`config.mk`:
```
export PLATFORM = sky130hd
export DESIGN_NAME = brg_top
export DESIGN_NICKNAME = d
export VERILOG_FILES = /design/src/rtl/brg_pkg.sv /design/src/rtl/brg_ratereg.sv /design/src/rtl/brg_prescale.sv /design/src/rtl/brg_divider.sv /design/src/rtl/brg_phase.sv /design/src/rtl/brg_top.sv
export SDC_FILE = /design/constraint.sdc
export NUM_CORES = 1
export LEC_CHECK = 0
export BUFFER_PORTS_ARGS = -buffer_cell sky130_fd_sc_hd__buf_2
export CORE_ASPECT_RATIO = 0.7
export CORE_MARGIN = 3
export CORE_UTILIZATION = 30
export DETAILED_ROUTE_END_ITERATION = 10
export GPL_ROUTABILITY_DRIVEN = 0
export PLACE_DENSITY = 0.58
export SYNTH_ARGS = -nofsm -noshare
export SYNTH_HDL_FRONTEND = slang
export SYNTH_SLANG_ARGS = --single-unit
```
`constraint.sdc`:
```
create_clock -name clk -period 1.04 [get_ports clk]
set_input_delay 0.052 -clock clk [delete_from_list [all_inputs] [get_ports clk]]
set_output_delay 0.052 -clock clk [all_outputs]
set_load 0.01 [all_outputs]
```
`src/rtl/brg_pkg.sv`:
```
package brg_pkg;

  typedef enum logic {
    MODE_ASYNC = 1'b0,
    MODE_SYNC  = 1'b1
  } brg_mode_e;

  typedef struct packed {
    logic bit_t;
    logic ovs_t;
    logic half_t;
  } brg_ticks_t;

endpackage

```
`src/rtl/brg_ratereg.sv`:
```
module brg_ratereg #(
  parameter int RATE_W = 8
) (
  input  logic              clk,
  input  logic              rst_n,
  input  logic              stby,
  input  logic              wr_en,
  input  logic [RATE_W-1:0] wr_data,
  output logic [RATE_W-1:0] rate_q
);

  logic [RATE_W-1:0] rate_d;

  always_comb begin
    rate_d = rate_q;
    if (stby)       rate_d = '1;
    else if (wr_en) rate_d = wr_data;
  end

  always_ff @(posedge clk or negedge rst_n) begin
    if (!rst_n) rate_q <= '1;
    else        rate_q <= rate_d;
  end

endmodule

```
`src/rtl/brg_prescale.sv`:
```
module brg_prescale #(
  parameter int SEL_W    = 2,
  parameter int STEP_LOG = 2
) (
  input  logic             clk,
  input  logic             rst_n,
  input  logic             clear,
  input  logic [SEL_W-1:0] sel,
  output logic             pre_en
);

  localparam int NSEL  = 1 << SEL_W;
  localparam int SPAN  = STEP_LOG * (NSEL - 1);
  localparam int CNT_W = (SPAN > 0) ? SPAN : 1;

  logic [CNT_W-1:0] cnt_q, cnt_d;
  logic [NSEL-1:0]  hit;

  // tap g fires when the low g*STEP_LOG bits are all ones
  assign hit[0] = 1'b1;
  for (genvar g = 1; g < NSEL; g++) begin : g_tap
    assign hit[g] = &cnt_q[g*STEP_LOG-1:0];
  end

  assign pre_en = ~clear & hit[sel];

  always_comb begin
    if (clear) cnt_d = '0;
    else       cnt_d = cnt_q + 1'b1;
  end

  always_ff @(posedge clk or negedge rst_n) begin
    if (!rst_n) cnt_q <= '0;
    else        cnt_q <= cnt_d;
  end

endmodule

```
`src/rtl/brg_divider.sv`:
```
module brg_divider #(
  parameter int RATE_W = 8
) (
  input  logic              clk,
  input  logic              rst_n,
  input  logic              clear,
  input  logic              pre_en,
  input  logic [RATE_W-1:0] rate,
  output logic              base_en
);

  logic [RATE_W-1:0] cnt_q, cnt_d;

  assign base_en = pre_en & (cnt_q == rate);

  always_comb begin
    cnt_d = cnt_q;
    if (clear)        cnt_d = '0;
    else if (base_en) cnt_d = '0;
    else if (pre_en)  cnt_d = cnt_q + 1'b1;
  end

  always_ff @(posedge clk or negedge rst_n) begin
    if (!rst_n) cnt_q <= '0;
    else        cnt_q <= cnt_d;
  end

endmodule

```
`src/rtl/brg_phase.sv`:
```
module brg_phase
  import brg_pkg::*;
#(
  parameter int ASYNC_LOG = 5,
  parameter int OVS_LOG   = 1,
  parameter int SYNC_LOG  = 2
) (
  input  logic       clk,
  input  logic       rst_n,
  input  logic       clear,
  input  brg_mode_e  mode,
  input  logic       base_en,
  output brg_ticks_t ticks_q,
  output logic       sclk_q
);

  localparam int POST_W   = (ASYNC_LOG > SYNC_LOG) ? ASYNC_LOG : SYNC_LOG;
  localparam int HALF_LOG = SYNC_LOG - 1;

  logic [POST_W-1:0] post_q, post_d;
  brg_ticks_t        ticks_d;
  logic              sclk_d;

  always_comb begin
    post_d  = post_q;
    ticks_d = '0;
    if (clear) begin
      post_d = '0;
    end else if (base_en) begin
      post_d = post_q + 1'b1;
      if (mode == MODE_ASYNC) begin
        ticks_d.bit_t = &post_q[ASYNC_LOG-1:0];
        ticks_d.ovs_t = &post_q[OVS_LOG-1:0];
      end else begin
        ticks_d.bit_t  = &post_q[SYNC_LOG-1:0];
        ticks_d.half_t = &post_q[HALF_LOG-1:0];
      end
    end
    if (clear)               sclk_d = 1'b1;
    else if (ticks_d.half_t) sclk_d = ~sclk_q;
    else                     sclk_d = sclk_q;
  end

  always_ff @(posedge clk or negedge rst_n) begin
    if (!rst_n) begin
      post_q  <= '0;
      ticks_q <= '0;
      sclk_q  <= 1'b1;
    end else begin
      post_q  <= post_d;
      ticks_q <= ticks_d;
      sclk_q  <= sclk_d;
    end
  end

endmodule

```
`src/rtl/brg_top.sv`:
```
module brg_top
  import brg_pkg::*;
#(
  parameter int RATE_W    = 8,
  parameter int SEL_W     = 2,
  parameter int STEP_LOG  = 2,
  parameter int ASYNC_LOG = 5,
  parameter int OVS_LOG   = 1,
  parameter int SYNC_LOG  = 2
) (
  input  logic              clk,
  input  logic              rst_n,
  input  logic              stby,
  input  logic              sync_mode,
  input  logic [SEL_W-1:0]  src_sel,
  input  logic              wr_en,
  input  logic [RATE_W-1:0] wr_data,
  output logic [RATE_W-1:0] rd_data,
  output logic              bit_tick,
  output logic              ovs_tick,
  output logic              sclk,
  output logic              sclk_edge
);

  logic [1:0]        rst_pipe_q;
  logic              rst_n_s;
  logic [SEL_W-1:0]  src_q;
  brg_mode_e         mode_q, mode_in;
  logic              reload;
  logic [RATE_W-1:0] rate_q;
  logic              pre_en, base_en;
  brg_ticks_t        ticks_q;

  // reset: asserted at once, released after two clock edges
  always_ff @(posedge clk or negedge rst_n) begin
    if (!rst_n) rst_pipe_q <= 2'b00;
    else        rst_pipe_q <= {rst_pipe_q[0], 1'b1};
  end
  assign rst_n_s = rst_pipe_q[1];

  assign mode_in = brg_mode_e'(sync_mode);

  always_ff @(posedge clk or negedge rst_n_s) begin
    if (!rst_n_s) begin
      src_q  <= '0;
      mode_q <= MODE_ASYNC;
    end else begin
      src_q  <= src_sel;
      mode_q <= mode_in;
    end
  end

  // any change of setting restarts the whole chain from phase zero
  assign reload = stby | wr_en | (src_sel != src_q) | (mode_in != mode_q);

  brg_ratereg #(.RATE_W(RATE_W)) u_rate (
    .clk     (clk),
    .rst_n   (rst_n_s),
    .stby    (stby),
    .wr_en   (wr_en),
    .wr_data (wr_data),
    .rate_q  (rate_q)
  );

  brg_prescale #(.SEL_W(SEL_W), .STEP_LOG(STEP_LOG)) u_pre (
    .clk    (clk),
    .rst_n  (rst_n_s),
    .clear  (reload),
    .sel    (src_q),
    .pre_en (pre_en)
  );

  brg_divider #(.RATE_W(RATE_W)) u_div (
    .clk     (clk),
    .rst_n   (rst_n_s),
    .clear   (reload),
    .pre_en  (pre_en),
    .rate    (rate_q),
    .base_en (base_en)
  );

  brg_phase #(.ASYNC_LOG(ASYNC_LOG), .OVS_LOG(OVS_LOG), .SYNC_LOG(SYNC_LOG)) u_phase (
    .clk     (clk),
    .rst_n   (rst_n_s),
    .clear   (reload),
    .mode    (mode_q),
    .base_en (base_en),
    .ticks_q (ticks_q),
    .sclk_q  (sclk)
  );

  assign rd_data   = rate_q;
  assign bit_tick  = ticks_q.bit_t;
  assign ovs_tick  = ticks_q.ovs_t;
  assign sclk_edge = ticks_q.half_t;

endmodule

```
### Yosys cells after proc, flatten, opt, wreduce, memory -nomap -nowiden

Index checks and enable logic that the tools add are counted.

| storage, ports and cells | value |
|---|---|
| register bits | 36 |
| bits of input ports | 15 |
| output and inout bits | 12 |

| cells by class | value |
|---|---|
| add/sub/neg operators | 3 |
| $lt $le $gt $ge | 1 |
| equality and inequality tests | 3 |
| muxes and demuxes | 17 |
| bitwise logic cells | 7 |
| reductions and logical operators | 9 |

Operators with widths:

| operator | number |
|---|---|
| 2-to-1 mux 8 bit | 5 |
| 2-to-1 mux 5 bit | 2 |
| adder 8 x 1 -> 8 bit, second input constant | 1 |
| == test 8 bit | 1 |
| adder 6 x 1 -> 6 bit, second input constant | 1 |
| 2-to-1 mux 1 bit | 6 |
| 2-to-1 mux 3 bit | 2 |
| 2-to-1 mux 6 bit | 1 |
| AND reduction 6 bit | 1 |
| nonzero test 2 bit | 3 |
| adder 5 x 1 -> 5 bit, second input constant | 1 |
| AND reduction 5 bit | 1 |
| AND reduction 2 bit | 2 |
| AND reduction 4 bit | 1 |
| less-than comparator 2 x 3 -> 1 bit, second input constant | 1 |
| OR 1 bit | 3 |
| nonzero test 3 bit | 1 |
| AND 1 bit | 2 |
| binary-select mux 1 bit (select 2 bit) | 1 |
| != test 2 bit | 1 |
| NOT 1 bit | 2 |
| != test 1 bit | 1 |

### Logic depth before layout (Yosys ltp)

Gate-level depths: netlist (run 1).

| logic depth | value |
|---|---|
| depth in word-level cells | 10 |
| depth in mapped cells | 7 |
| mapped depth without buffers | 5 |

### Modules after synthesis

Synthesis (run 1) repeated with hierarchy kept, for this count alone.

| unflattened totals | value |
|---|---|
| cells, all modules | 149 |
| area, all modules | 1764.2 µm² |

Modules (own cells, without submodules):

| module | instances | cells an instance | area an instance (µm²) | sequential area each (µm²) |
|---|---|---|---|---|
| brg_divider | 1 | 52 | 533.0 | 200.2 |
| brg_phase | 1 | 35 | 439.2 | 226.5 |
| brg_ratereg | 1 | 26 | 352.8 | 210.2 |
| brg_prescale | 1 | 25 | 274.0 | 150.1 |
| brg_top | 1 | 11 | 165.2 | 125.1 |

### Worst setup path after synthesis (run 1)

OpenSTA, ideal clock, no wires.

| timing | value |
|---|---|
| path kind | register -> register |
| start | register u_pre.cnt_q[0] |
| end | register u_phase.sclk_q |
| setup time | 0.075 ns |
| data arrival time | 1.554 ns |
| slack | -0.589 ns |
| stages on the path, launching flop included | 7 |
| clock period less this slack | 1.629 ns |
| cell sequence | dfrtp_1 -> ha_1 -> nand3_1 -> a32o_2 -> buf_6 -> nor4_4 -> mux2i_1 |

| between the ends | value |
|---|---|
| longest elaborated chain between the ends | 8 |
| elaborated cells between the ends (all ways) | 10 |
| classes of those cells | mux: 4; bitwise: 2; reduce/logical: 4 |

RTL lines:

| item | line | RTL |
|---|---|---|
| start, declared | brg_prescale.sv:16 | `logic [CNT_W-1:0] cnt_q, cnt_d;` |
| start signal, assigned | brg_prescale.sv:34 | `else cnt_q <= cnt_d;` |
| AND reduction 6 bit, or another cell as far along | brg_prescale.sv:22 | `assign hit[g] = &cnt_q[g*STEP_LOG-1:0];` |
| binary-select mux 1 bit (select 2 bit) (*) | brg_prescale.sv:25 | `assign pre_en = ~clear & hit[sel];` |
| 2-to-1 mux 1 bit (implied by the code) (*) | brg_prescale.sv:25 |  |
| AND 1 bit (*) | brg_prescale.sv:25 |  |
| AND 1 bit (*) | brg_divider.sv:14 | `assign base_en = pre_en & (cnt_q == rate);` |
| 2-to-1 mux 3 bit (*) | brg_phase.sv:29 | `end else if (base_en) begin` |
| 2-to-1 mux 3 bit (*) | brg_phase.sv:27 | `if (clear) begin` |
| nonzero test 2 bit (no source line) (*) | -- |  |
| end signal, assigned | brg_phase.sv:52 | `sclk_q <= sclk_d;` |
| end, declared | brg_phase.sv:14 | `output logic sclk_q` |

Mark *: on every way between the ends. The rest lies on a longest branch, timed or not. The select of a mux whose other input is x is not followed.
A chain may end at the register's enable or synchronous reset.

### Worst setup path after layout (run 1)

| timing | value |
|---|---|
| start | register u_pre.cnt_q[1] |
| end | register u_phase.post_q[3] |

| between the ends | value |
|---|---|
| longest elaborated chain between the ends | 6 |
| elaborated cells between the ends (all ways) | 8 |
| classes of those cells | mux: 2; bitwise: 2; reduce/logical: 4 |

RTL lines:

| item | line | RTL |
|---|---|---|
| AND reduction 6 bit, or another cell as far along | brg_prescale.sv:22 |  |
| binary-select mux 1 bit (select 2 bit) (*) | brg_prescale.sv:25 |  |
| 2-to-1 mux 1 bit (implied by the code) (*) | brg_prescale.sv:25 |  |
| AND 1 bit (*) | brg_prescale.sv:25 |  |
| AND 1 bit (*) | brg_divider.sv:14 |  |
| nonzero test 2 bit (no source line) (*) | -- |  |
| end signal, assigned | brg_phase.sv:50 | `post_q <= post_d;` |
| end, declared | brg_phase.sv:20 | `logic [POST_W-1:0] post_q, post_d;` |

Marked as above.

==> results.yml, run 1 <==
status:
  outcome: "finished with violations"
  violations: "negative setup slack"
yosys:
  synth_area_leaders: "dfrtp_1, dfstp_2, xnor2_1"
  synth-adder-area-share_pct: 2.65
  seq_area_frac_synth_pct: 48.3
  synth_compound_gate_area_share_pct: 13.1
  synth_cell_type_count: 38
  avgSynthCellArea_um2: 11.0
  syn_inst: 172
  ys_dominant_reg_cell: "dfrtp_1"
  synth_mux_area_share_pct: 3.78
  ys_ff_latch: 36
  synth_top_area_cell: "dfrtp_1"
  synth-edff-count: 0
  synth-simple-area-share_pct: 20.8
  syn_nets: 191
  synth_warnings: 0
  syn-cell-area_mm2: 0.00189
  yosysTopAreaCellShare_pct: 35.8
  ys_async_sr_fraction_pct: 100
  synth_top_family_by_area: "simple AND/OR/NAND/NOR gates"
  synth_xor_area_share_pct: 6.96
placement:
  hpwl_um: 3210
  place.port_buffers: 26
  dpl_cell_area_mm2: 0.00253
  place_inst: 319
  dp_slack_ns: -0.577
layout:
  drive_above_1_share_pct: 54.8
  fin_cells: 354
  utilization_pct: 53.9
  antennaDiodeCount: 0
  final_area_mm2: 0.00318
  syn2layout_area_growth_pct: 68.5
  nets: 297
pwr:
  powerDensity_mw_per_mm2: 1050
  power_leakage_nw: 1.41
  irDropWorstVdd_mv: 0.628
  finalPower_mw: 3.33
timing:
  clock.fmax_mhz: 616
  setup_slack_ns: -0.583
  hold_viol_final: 0
  report.final.setup_viol: 31
  setup_tns_ns: -10.96
  skew_ns: 0.0135
  min_period_ns: 1.62
  fin_crit_sh_pct: 156
  rsz0062_at_grt: "yes"
  holdWs_ns: 0.0837
  finalMaxSlewViolations: 0
critical_path:
  path_buf_inv: 1
  cp_data_arrival_time_ns: 1.84
  cp_top_family: "flip-flops"
  worstPathRequired_ns: 1.26
  rr_worst_depth: 6
  worstSetupPathType: "reg -> reg"
  end_kind: "flip-flop"
  slowest_delay_ns: 0.42
  r2r_end: "u_phase.post_q[3]$_DFFE_PN0P_"
  r2r_slack_ns: -0.58
  cp_cell_sequence: "ha_4, nand2b_1, a32o_2, buf_4, nor4_2, mux2i_1"
  crit_path_top_delay_cell: "dfrtp_1"
  worstPathMaxFanout: 5
  timing.rr.start: "u_pre.cnt_q[1]$_DFF_PN0_"
  start_kind: "flip-flop"
drt:
  wl_um: 5090
  ant_nets: 0
  post_drt_via_cell_ratio: 4.77
  route.detailed.drc: 0
  dr_total_vias: 1687
  dr.pass1.iters: 4
  drt-wirelength-per-cell_um: 14.4
  drt-initial-drc-count: 50
global_route:
  grt_max_degree: 17
  antenna_found_initial: 0
  grt_pass1_wl_um: 7940
  grt_overflow_total: 0
  track_usage_pct: 13.8
  grt_pass1_vias: 1620
clock_network:
  htreeDepth: 2
  clockRootBuffer: "clkbuf_8"
  numCtsBuffers: 5
  clk_pin_slew_ns: 0.08
  cts_tree: "done"
  clock_sinks: 36
  clock_latency_ns: 0.29
  cts_buffer_depth: 2
run:
  cap_violations: 0
floorplan:
  core_area_mm2: 0.00590
  die_x_um: 101
  die_h_um: 72.4
  row_count: 23
  initial_core_util_pct: 32.0
  ios: 27
  dieArea_mm2: 0.00730
worst_hold_path:
  timing.hold.worst.class: "in -> async"
-- area by class of cell --
class,instances,area (µm²)
clock inverters,1,30.0
fillers,488,2720
well taps,75,93.8
multi-input cells,123,1090
clock buffers,7,96.3
flip-flops and latches,36,915
inverters,4,15.0
repair buffers,108,940
-- report_power, final --
part           leakage, nW  internal (mW)  switching [mW]
Clock               0.0645          0.847           0.527
Combinational        0.889          0.281           0.179
Sequential           0.459           1.45          0.0417
-- logic make-up (layout without fill, tap and decap cells) --
group                      Yosys count  in the layout
and+or+nand+nor                     66             66
other                                1              1
xor gates and xnor gates            15             15
AOI/OAI and AO/OA                   30             30
DFF                                 36             36
muxes                                7              7
adders and majority gates            4              4
buffers and inverters               13            120
-- cells in the mapped netlist (6+ instances only) --
| library cell | n |
|---|---|
| o211ai_1 | 9 |
| xnor2_1 | 13 |
| mux2i_1 | 6 |
| dfstp_2 | 9 |
| dfrtp_1 | 27 |
| nor2_1 | 9 |
| nand3_1 | 12 |
| a211o_1 | 8 |
| nor2b_1 | 8 |
| nand2_1 | 12 |
-- worst max path at each step --
stage / startpoint / to / cells past startpoint
6_report: u_pre.cnt_q[1]$_DFF_PN0_ / u_phase.post_q[3]$_DFFE_PN0P_ / 6
5_1_grt: u_pre.cnt_q[1]$_DFF_PN0_ / u_phase.post_q[0]$_DFFE_PN0P_ / 5
4_1_cts: u_rate.rate_q[5]$_DFFE_PN1P_ / u_phase.post_q[0]$_DFFE_PN0P_ / 5
3_5_place_dp: u_pre.cnt_q[1]$_DFF_PN0_ / u_phase.post_q[3]$_DFFE_PN0P_ / 5
3_3_place_gp: u_pre.cnt_q[1]$_DFF_PN0_ / u_phase.post_q[3]$_DFFE_PN0P_ / 5
2_1_floorplan: u_pre.cnt_q[0]$_DFF_PN0_ / u_phase.sclk_q$_DFFE_PN1P_ / 6
-- layout by cell type, fill, tap and decap left out, types with 5 or more instances in the layout --
| cell | synthesis | final |
|---|---|---|
| a211o_1 | 8 | 8 |
| buf_2 | 4 | 18 |
| buf_4 | 1 | 50 |
| buf_6 | 3 | 23 |
| clkbuf_8 | 0 | 7 |
| dfrtp_1 | 27 | 25 |
| dfstp_2 | 9 | 9 |
| dlygate4sd3_1 | 0 | 12 |
| mux2i_1 | 6 | 6 |
| nand2_1 | 12 | 12 |
| nand3_1 | 12 | 10 |
| nor2_4 | 0 | 5 |
| nor2b_1 | 8 | 6 |
| o211ai_1 | 9 | 9 |
| xnor2_2 | 0 | 10 |
-- what timing repair did --
action	4_1_cts	5_1_grt
resized for setup	29	31
pin swaps	12	12
setup endpoints to repair	30	33
endpoints found under the hold margin	13	0
setup buffers	8	10
hold buffers	12	0
cloned	0	0
-- sequential cells by signal, indices dropped and copies added (netlist names) --
name,count
mode_q,1
rst_pipe_q,2
src_q,2
u_div.cnt_q,8
u_phase.post_q,5
u_phase.sclk_q,1
u_phase.ticks_q,3
u_pre.cnt_q,6
u_rate.rate_q,8
-- metal layers --
metal | GRT usage (%) | wire [µm] | vias to the layer above | part of all wire [%]
met1 | 19.9 | 2410 | 817 | 47
met3 | 2.98 | 157 | 5 | 3.1
li1 | - | - | 833 | -
met5 | 0 | 0 | - | 0
met4 | 3.59 | 48 | 0 | 0.94
met2 | 20.8 | 2470 | 32 | 49
Note: power is estimated with default switching activity, not from simulation.
==> run 2: changes to the inputs <==
--- a/config.mk
+++ b/config.mk
@@ -5,13 +5,13 @@
 export SDC_FILE = /design/constraint.sdc
 export NUM_CORES = 1
 export LEC_CHECK = 0
-export BUFFER_PORTS_ARGS = -buffer_cell sky130_fd_sc_hd__buf_2
 export CORE_ASPECT_RATIO = 0.7
 export CORE_MARGIN = 3
 export CORE_UTILIZATION = 30
 export DETAILED_ROUTE_END_ITERATION = 10
+export DONT_BUFFER_PORTS = 1
 export GPL_ROUTABILITY_DRIVEN = 0
-export PLACE_DENSITY = 0.58
+export PLACE_DENSITY = 0.55
 export SYNTH_ARGS = -nofsm -noshare
 export SYNTH_HDL_FRONTEND = slang
 export SYNTH_SLANG_ARGS = --single-unit
==> results.yml, run 2 (synthesis gave the netlist of run 1 again) <==
status:
  outcome: "finished with violations"
  violations: "negative setup slack"
critical_path:
  worstSetupPathType: "reg -> reg"
  start_kind: "flip-flop"
  cp_data_arrival_time_ns: 1.82
  worstPathMaxFanout: 6
  worstPathRequired_ns: 1.26
  end_kind: "flip-flop"
timing:
  finalMaxSlewViolations: 0
  setup_tns_ns: -10.25
  clock.fmax_mhz: 624
  skew_ns: 0.0120
  setup_slack_ns: -0.563
  slew_headroom_pct: 61.7
  hold_viol_final: 0
  holdWs_ns: 0.119
  min_period_ns: 1.60
  rsz0062_at_grt: "yes"
  fin_crit_sh_pct: 154
  worst_slew_pin_slew_ns: 0.574
  report.final.setup_viol: 23
clock_network:
  cts_buffer_depth: 2
  clock_latency_ns: 0.30
  cts_tree: "done"
  clk_pin_slew_ns: 0.08
  htreeDepth: 2
  clockRootBuffer: "clkbuf_8"
  clock_sinks: 36
  numCtsBuffers: 5
drt:
  ant_nets: 0
  route.detailed.drc: 0
  drt-wirelength-per-cell_um: 14.5
  drt-initial-drc-count: 54
  dr_total_vias: 1505
  dr.pass1.iters: 4
  post_drt_via_cell_ratio: 4.85
  wl_um: 4510
layout:
  final_common_cell: "buf_4"
  final_area_mm2: 0.00283
  regArea_um2: 915
  antennaDiodeCount: 0
  n_fill_cell: 516
  multi_input_area_mm2: 0.00109
  drive_above_1_share_pct: 43.8
  fin_cells: 310
  nets: 253
  layout_top_registers: "u_div.cnt_q: 8 flops, u_rate.rate_q: 8 flops, u_pre.cnt_q: 6 flops"
  syn2layout_area_growth_pct: 49.8
  utilization_pct: 47.9
  final_cell_mix: "buf_4, dfrtp_1, dlygate4sd3_1, nand2_1"
floorplan:
  ios: 27
  die_x_um: 101
  core_area_mm2: 0.00590
  dieArea_mm2: 0.00730
  die_h_um: 72.4
  row_count: 23
  initial_core_util_pct: 32.0
pwr:
  powerDensity_mw_per_mm2: 1080
  finalPower_mw: 3.06
  power_leakage_nw: 1.16
  irDropWorstVdd_mv: 0.571
global_route:
  grtUsageMet1_pct: 18.9
  busiest_layer: "met2"
  grt_max_degree: 35
  grt_util_met3_pct: 3.17
  grt_pass1_wl_um: 7360
  track_usage_pct: 13.2
  grt_overflow_total: 0
  grt_pass1_vias: 1469
  met2_usage_pct: 19.3
  antenna_found_initial: 0
placement:
  dpl_cell_area_mm2: 0.00228
  place_inst: 280
  dp_slack_ns: -0.636
  hpwl_um: 2910
  place.port_buffers: 0
run:
  cap_violations: 0
worst_hold_path:
  timing.hold.worst.class: "in -> reg"
-- run 2: what timing repair did --
| item | 4_1_cts | 5_1_grt |
|---|---|---|
| gates cloned | 1 | 0 |
| setup buffers | 1 | 6 |
| setup endpoints to repair | 23 | 34 |
| pin swaps | 17 | 14 |
| endpoints found under the hold margin | 13 | 0 |
| hold buffers | 15 | 0 |
| resized for setup | 21 | 29 |
-- run 2: cell type report --
class                      instances  area share [%]
sequential                        36            32.3
multi-input combinational        123            38.4
inverter                           4           0.531
clock buffer                       5            2.43
tap                               75            3.32
timing repair buffer              64            21.5
clock inverter                     3            1.50
-- run 2: power breakdown --
part           switching (mW)  internal, mW
clock                   0.543         0.710
sequential             0.0287          1.45
combinational           0.148         0.187
-- run 2: final timing paths --
check,slack (ns),endpoint,startpoint,cells after the start
worst max-delay path,-0.56,u_phase.post_q[4]$_DFFE_PN0P_,u_rate.rate_q[0]$_DFFE_PN1P_,5
worst min-delay path,0.12,u_div.cnt_q[1]$_DFFE_PN0P_,wr_en,4
worst min register to register,0.21,u_phase.post_q[0]$_DFFE_PN0P_,rst_pipe_q[1]$_DFF_PN0_,1
min in group asynchronous,0.21,u_phase.post_q[0]$_DFFE_PN0P_,rst_pipe_q[1]$_DFF_PN0_,1
worst max register to register,-0.56,u_phase.post_q[4]$_DFFE_PN0P_,u_rate.rate_q[0]$_DFFE_PN1P_,5
max in group asynchronous,0.39,rst_pipe_q[1]$_DFF_PN0_,rst_n,2
-- run 2: metal layers --
metal | vias up | routed length [µm] | part of all wire, %
met1 | 739 | 2230 | 49
met3 | 7 | 98 | 2.2
met2 | 16 | 2100 | 47
met5 | - | 0 | 0
met4 | 0 | 76 | 1.7
li1 | 743 | - | -
-- run 2: worst max-delay path, stage by stage (launching register included) --
cell	delay [ns]
dfstp_2	0.57
xnor2_2	0.12
nand4_1	0.14
buf_6	0.17
nor3_4	0.31
mux2i_1	0.22
==> run 3: changes to the inputs <==
--- a/config.mk
+++ b/config.mk
@@ -8,10 +8,11 @@
 export CORE_ASPECT_RATIO = 0.7
 export CORE_MARGIN = 3
 export CORE_UTILIZATION = 30
+export CTS_BUF_LIST = sky130_fd_sc_hd__clkbuf_4 sky130_fd_sc_hd__clkbuf_8
 export DETAILED_ROUTE_END_ITERATION = 10
 export DONT_BUFFER_PORTS = 1
 export GPL_ROUTABILITY_DRIVEN = 0
-export PLACE_DENSITY = 0.55
+export PLACE_DENSITY = 0.54
 export SYNTH_ARGS = -nofsm -noshare
 export SYNTH_HDL_FRONTEND = slang
 export SYNTH_SLANG_ARGS = --single-unit
==> constraint.sdc (replaced) <==
create_clock -name clk -period 1.95 [get_ports clk]
set_input_delay 0.0975 -clock clk [delete_from_list [all_inputs] [get_ports clk]]
set_output_delay 0.0975 -clock clk [all_outputs]
set_load 0.01 [all_outputs]
==> results.yml, run 3 (synthesis gave the netlist of run 1 again) <==
status:
  outcome: "complete, no violations"
floorplan:
  die_x_um: 101
  initial_core_util_pct: 32.0
  core_area_mm2: 0.00590
  dieArea_mm2: 0.00730
  die_h_um: 72.4
  row_count: 23
  ios: 27
pwr:
  cell_internal_pwr_mw: 1.15
  power_frac_seq_pct: 53.4
  clkPwrFrac_pct: 38.8
  comb_power_share_pct: 7.8
  irDropWorstVdd_mv: 0.198
  swShare_pct: 22.7
  power_leakage_nw: 0.879
  p_sw_mw: 0.338
  finalPower_mw: 1.49
  powerDensity_mw_per_mm2: 652
critical_path:
  end_kind: "flip-flop"
  timing.rr.start: "u_pre.cnt_q[0]$_DFF_PN0_"
  cp_data_arrival_time_ns: 2.01
  slowest_delay_ns: 0.39
  start_kind: "flip-flop"
  worstPathRequired_ns: 2.16
  rr_worst_depth: 5
  worstPathMaxFanout: 12
  r2r_end: "u_phase.post_q[3]$_DFFE_PN0P_"
  r2r_slack_ns: 0.15
  crit_path_top_delay_cell: "a32o_4"
  worstSetupPathType: "reg -> reg"
  cp_cell_sequence: "ha_1, nand3_1, a32o_4, nor4_2, mux2i_1"
timing:
  clock.fmax_mhz: 556
  rsz0062_at_grt: "yes"
  finalMaxSlewViolations: 0
  setup_tns_ns: 0
  hold_viol_final: 0
  report.final.setup_viol: 0
  skew_ns: 0.00366
  fin_crit_sh_pct: 92.2
  min_period_ns: 1.80
global_route:
  grt_pass1_vias: 1325
  grt_overflow_total: 0
  grt_pass1_wl_um: 6590
  antenna_found_initial: 0
  grt_max_degree: 35
  track_usage_pct: 11.4
layout:
  final_common_cell: "dfrtp_1"
  multi_input_area_um2: 912
  syn2layout_area_growth_pct: 21.2
  layout_top_registers: "u_div.cnt_q: 8 flops, u_rate.rate_q: 8 flops, u_pre.cnt_q: 6 flops"
  nets: 215
  antennaDiodeCount: 0
  final_cell_mix: "dfrtp_1, dlygate4sd3_1, xnor2_1, nand2_1, nand3_1"
  drive_above_1_share_pct: 15.7
  n_fill_cell: 607
  regArea_um2: 912
clock_network:
  postCtsSetupBuffers: 0
  clock_sinks: 36
  clock_latency_ns: 0.28
  cts_buffer_depth: 2
  clockRootBuffer: "clkbuf_8"
  numCtsBuffers: 5
  htreeDepth: 2
  clk_pin_slew_ns: 0.07
  cts_tree: "done"
drt:
  dr.pass1.iters: 4
  wl_um: 4000
  drt-initial-drc-count: 93
  dr_total_vias: 1358
  drt-wirelength-per-cell_um: 14.7
  ant_nets: 0
  route.detailed.drc: 0
  post_drt_via_cell_ratio: 4.99
run:
  cap_violations: 0
worst_hold_path:
  timing.hold.worst.class: "in -> async"
placement:
  place.port_buffers: 0
  hpwl_um: 2590
[run 3: routing by layer]
| metal | GRT usage [%] | share of wire [%] |
|---|---|---|
| met5 | 0 | 0 |
| met4 | 3.14 | 0.65 |
| met3 | 2.88 | 2.3 |
| met2 | 15.6 | 45 |
| met1 | 17.6 | 52 |
[run 3: power groups by stage]
stage | Sequential [mW] | Combinational [mW] | Clock [mW]
3_5_place_dp | 0.810 | 0.0770 | 0
4_1_cts | 0.796 | 0.115 | 0.602
6_report | 0.797 | 0.116 | 0.579
5_1_grt | 0.799 | 0.128 | 0.626
2_1_floorplan | 0.815 | 0.0583 | 0
3_3_place_gp | 0.810 | 0.0769 | 0
[run 3: metrics by stage]
step	std cells	setup WS, ns	cell area (µm²)	hold slack, ns	utilization (%)
2_1_floorplan	172	0.321	1890	-0.198	-
3_3_place_gp	244	0.216	1970	-0.198	33.5
3_5_place_dp	244	0.132	1970	-0.198	33.5
4_1_cts	272	0.114	2270	0.0304	38.5
5_1_grt	272	-0.0355	2290	0.0313	38.8
6_report	272	0.152	2290	0.0353	38.8
[run 3: critical path: cells and delay by family (launching register included)]
kind	cells	cell delay [ns]
compound gates	1	0.39
simple gates	2	0.52
mux	1	0.21
fa+ha+maj	1	0.22
flops	1	0.37
[run 3: worst max path at each step]
| stage | end | slack [ns] | from |
|---|---|---|---|
| floorplan | u_phase.sclk_q$_DFFE_PN1P_ | 0.32 | u_pre.cnt_q[0]$_DFF_PN0_ |
| global placement | u_phase.post_q[3]$_DFFE_PN0P_ | 0.22 | u_pre.cnt_q[0]$_DFF_PN0_ |
| detailed placement | u_phase.ticks_q[1]$_DFF_PN0_ | 0.13 | u_pre.cnt_q[0]$_DFF_PN0_ |
| CTS | u_phase.ticks_q[1]$_DFF_PN0_ | 0.11 | u_pre.cnt_q[0]$_DFF_PN0_ |
| global route | u_phase.post_q[3]$_DFFE_PN0P_ | -0.04 | u_pre.cnt_q[0]$_DFF_PN0_ |
| finish | u_phase.post_q[3]$_DFFE_PN0P_ | 0.15 | u_pre.cnt_q[0]$_DFF_PN0_ |
[run 3: cell type report]
type                    count  area share, %
flip-flops and latches     36           39.9
clock buffers               8           4.26
well taps                  75           4.10
inverters                   4          0.656
multi-input cells         123           39.9
repair buffers             26           11.3
[run 3: timing repair]
| item | 4_1_cts | 5_1_grt |
|---|---|---|
| hold buffers | 20 | 0 |
| resized for setup | 0 | 2 |
| endpoints found under the hold margin | 13 | 0 |
| endpoints found under the setup margin | 0 | 2 |
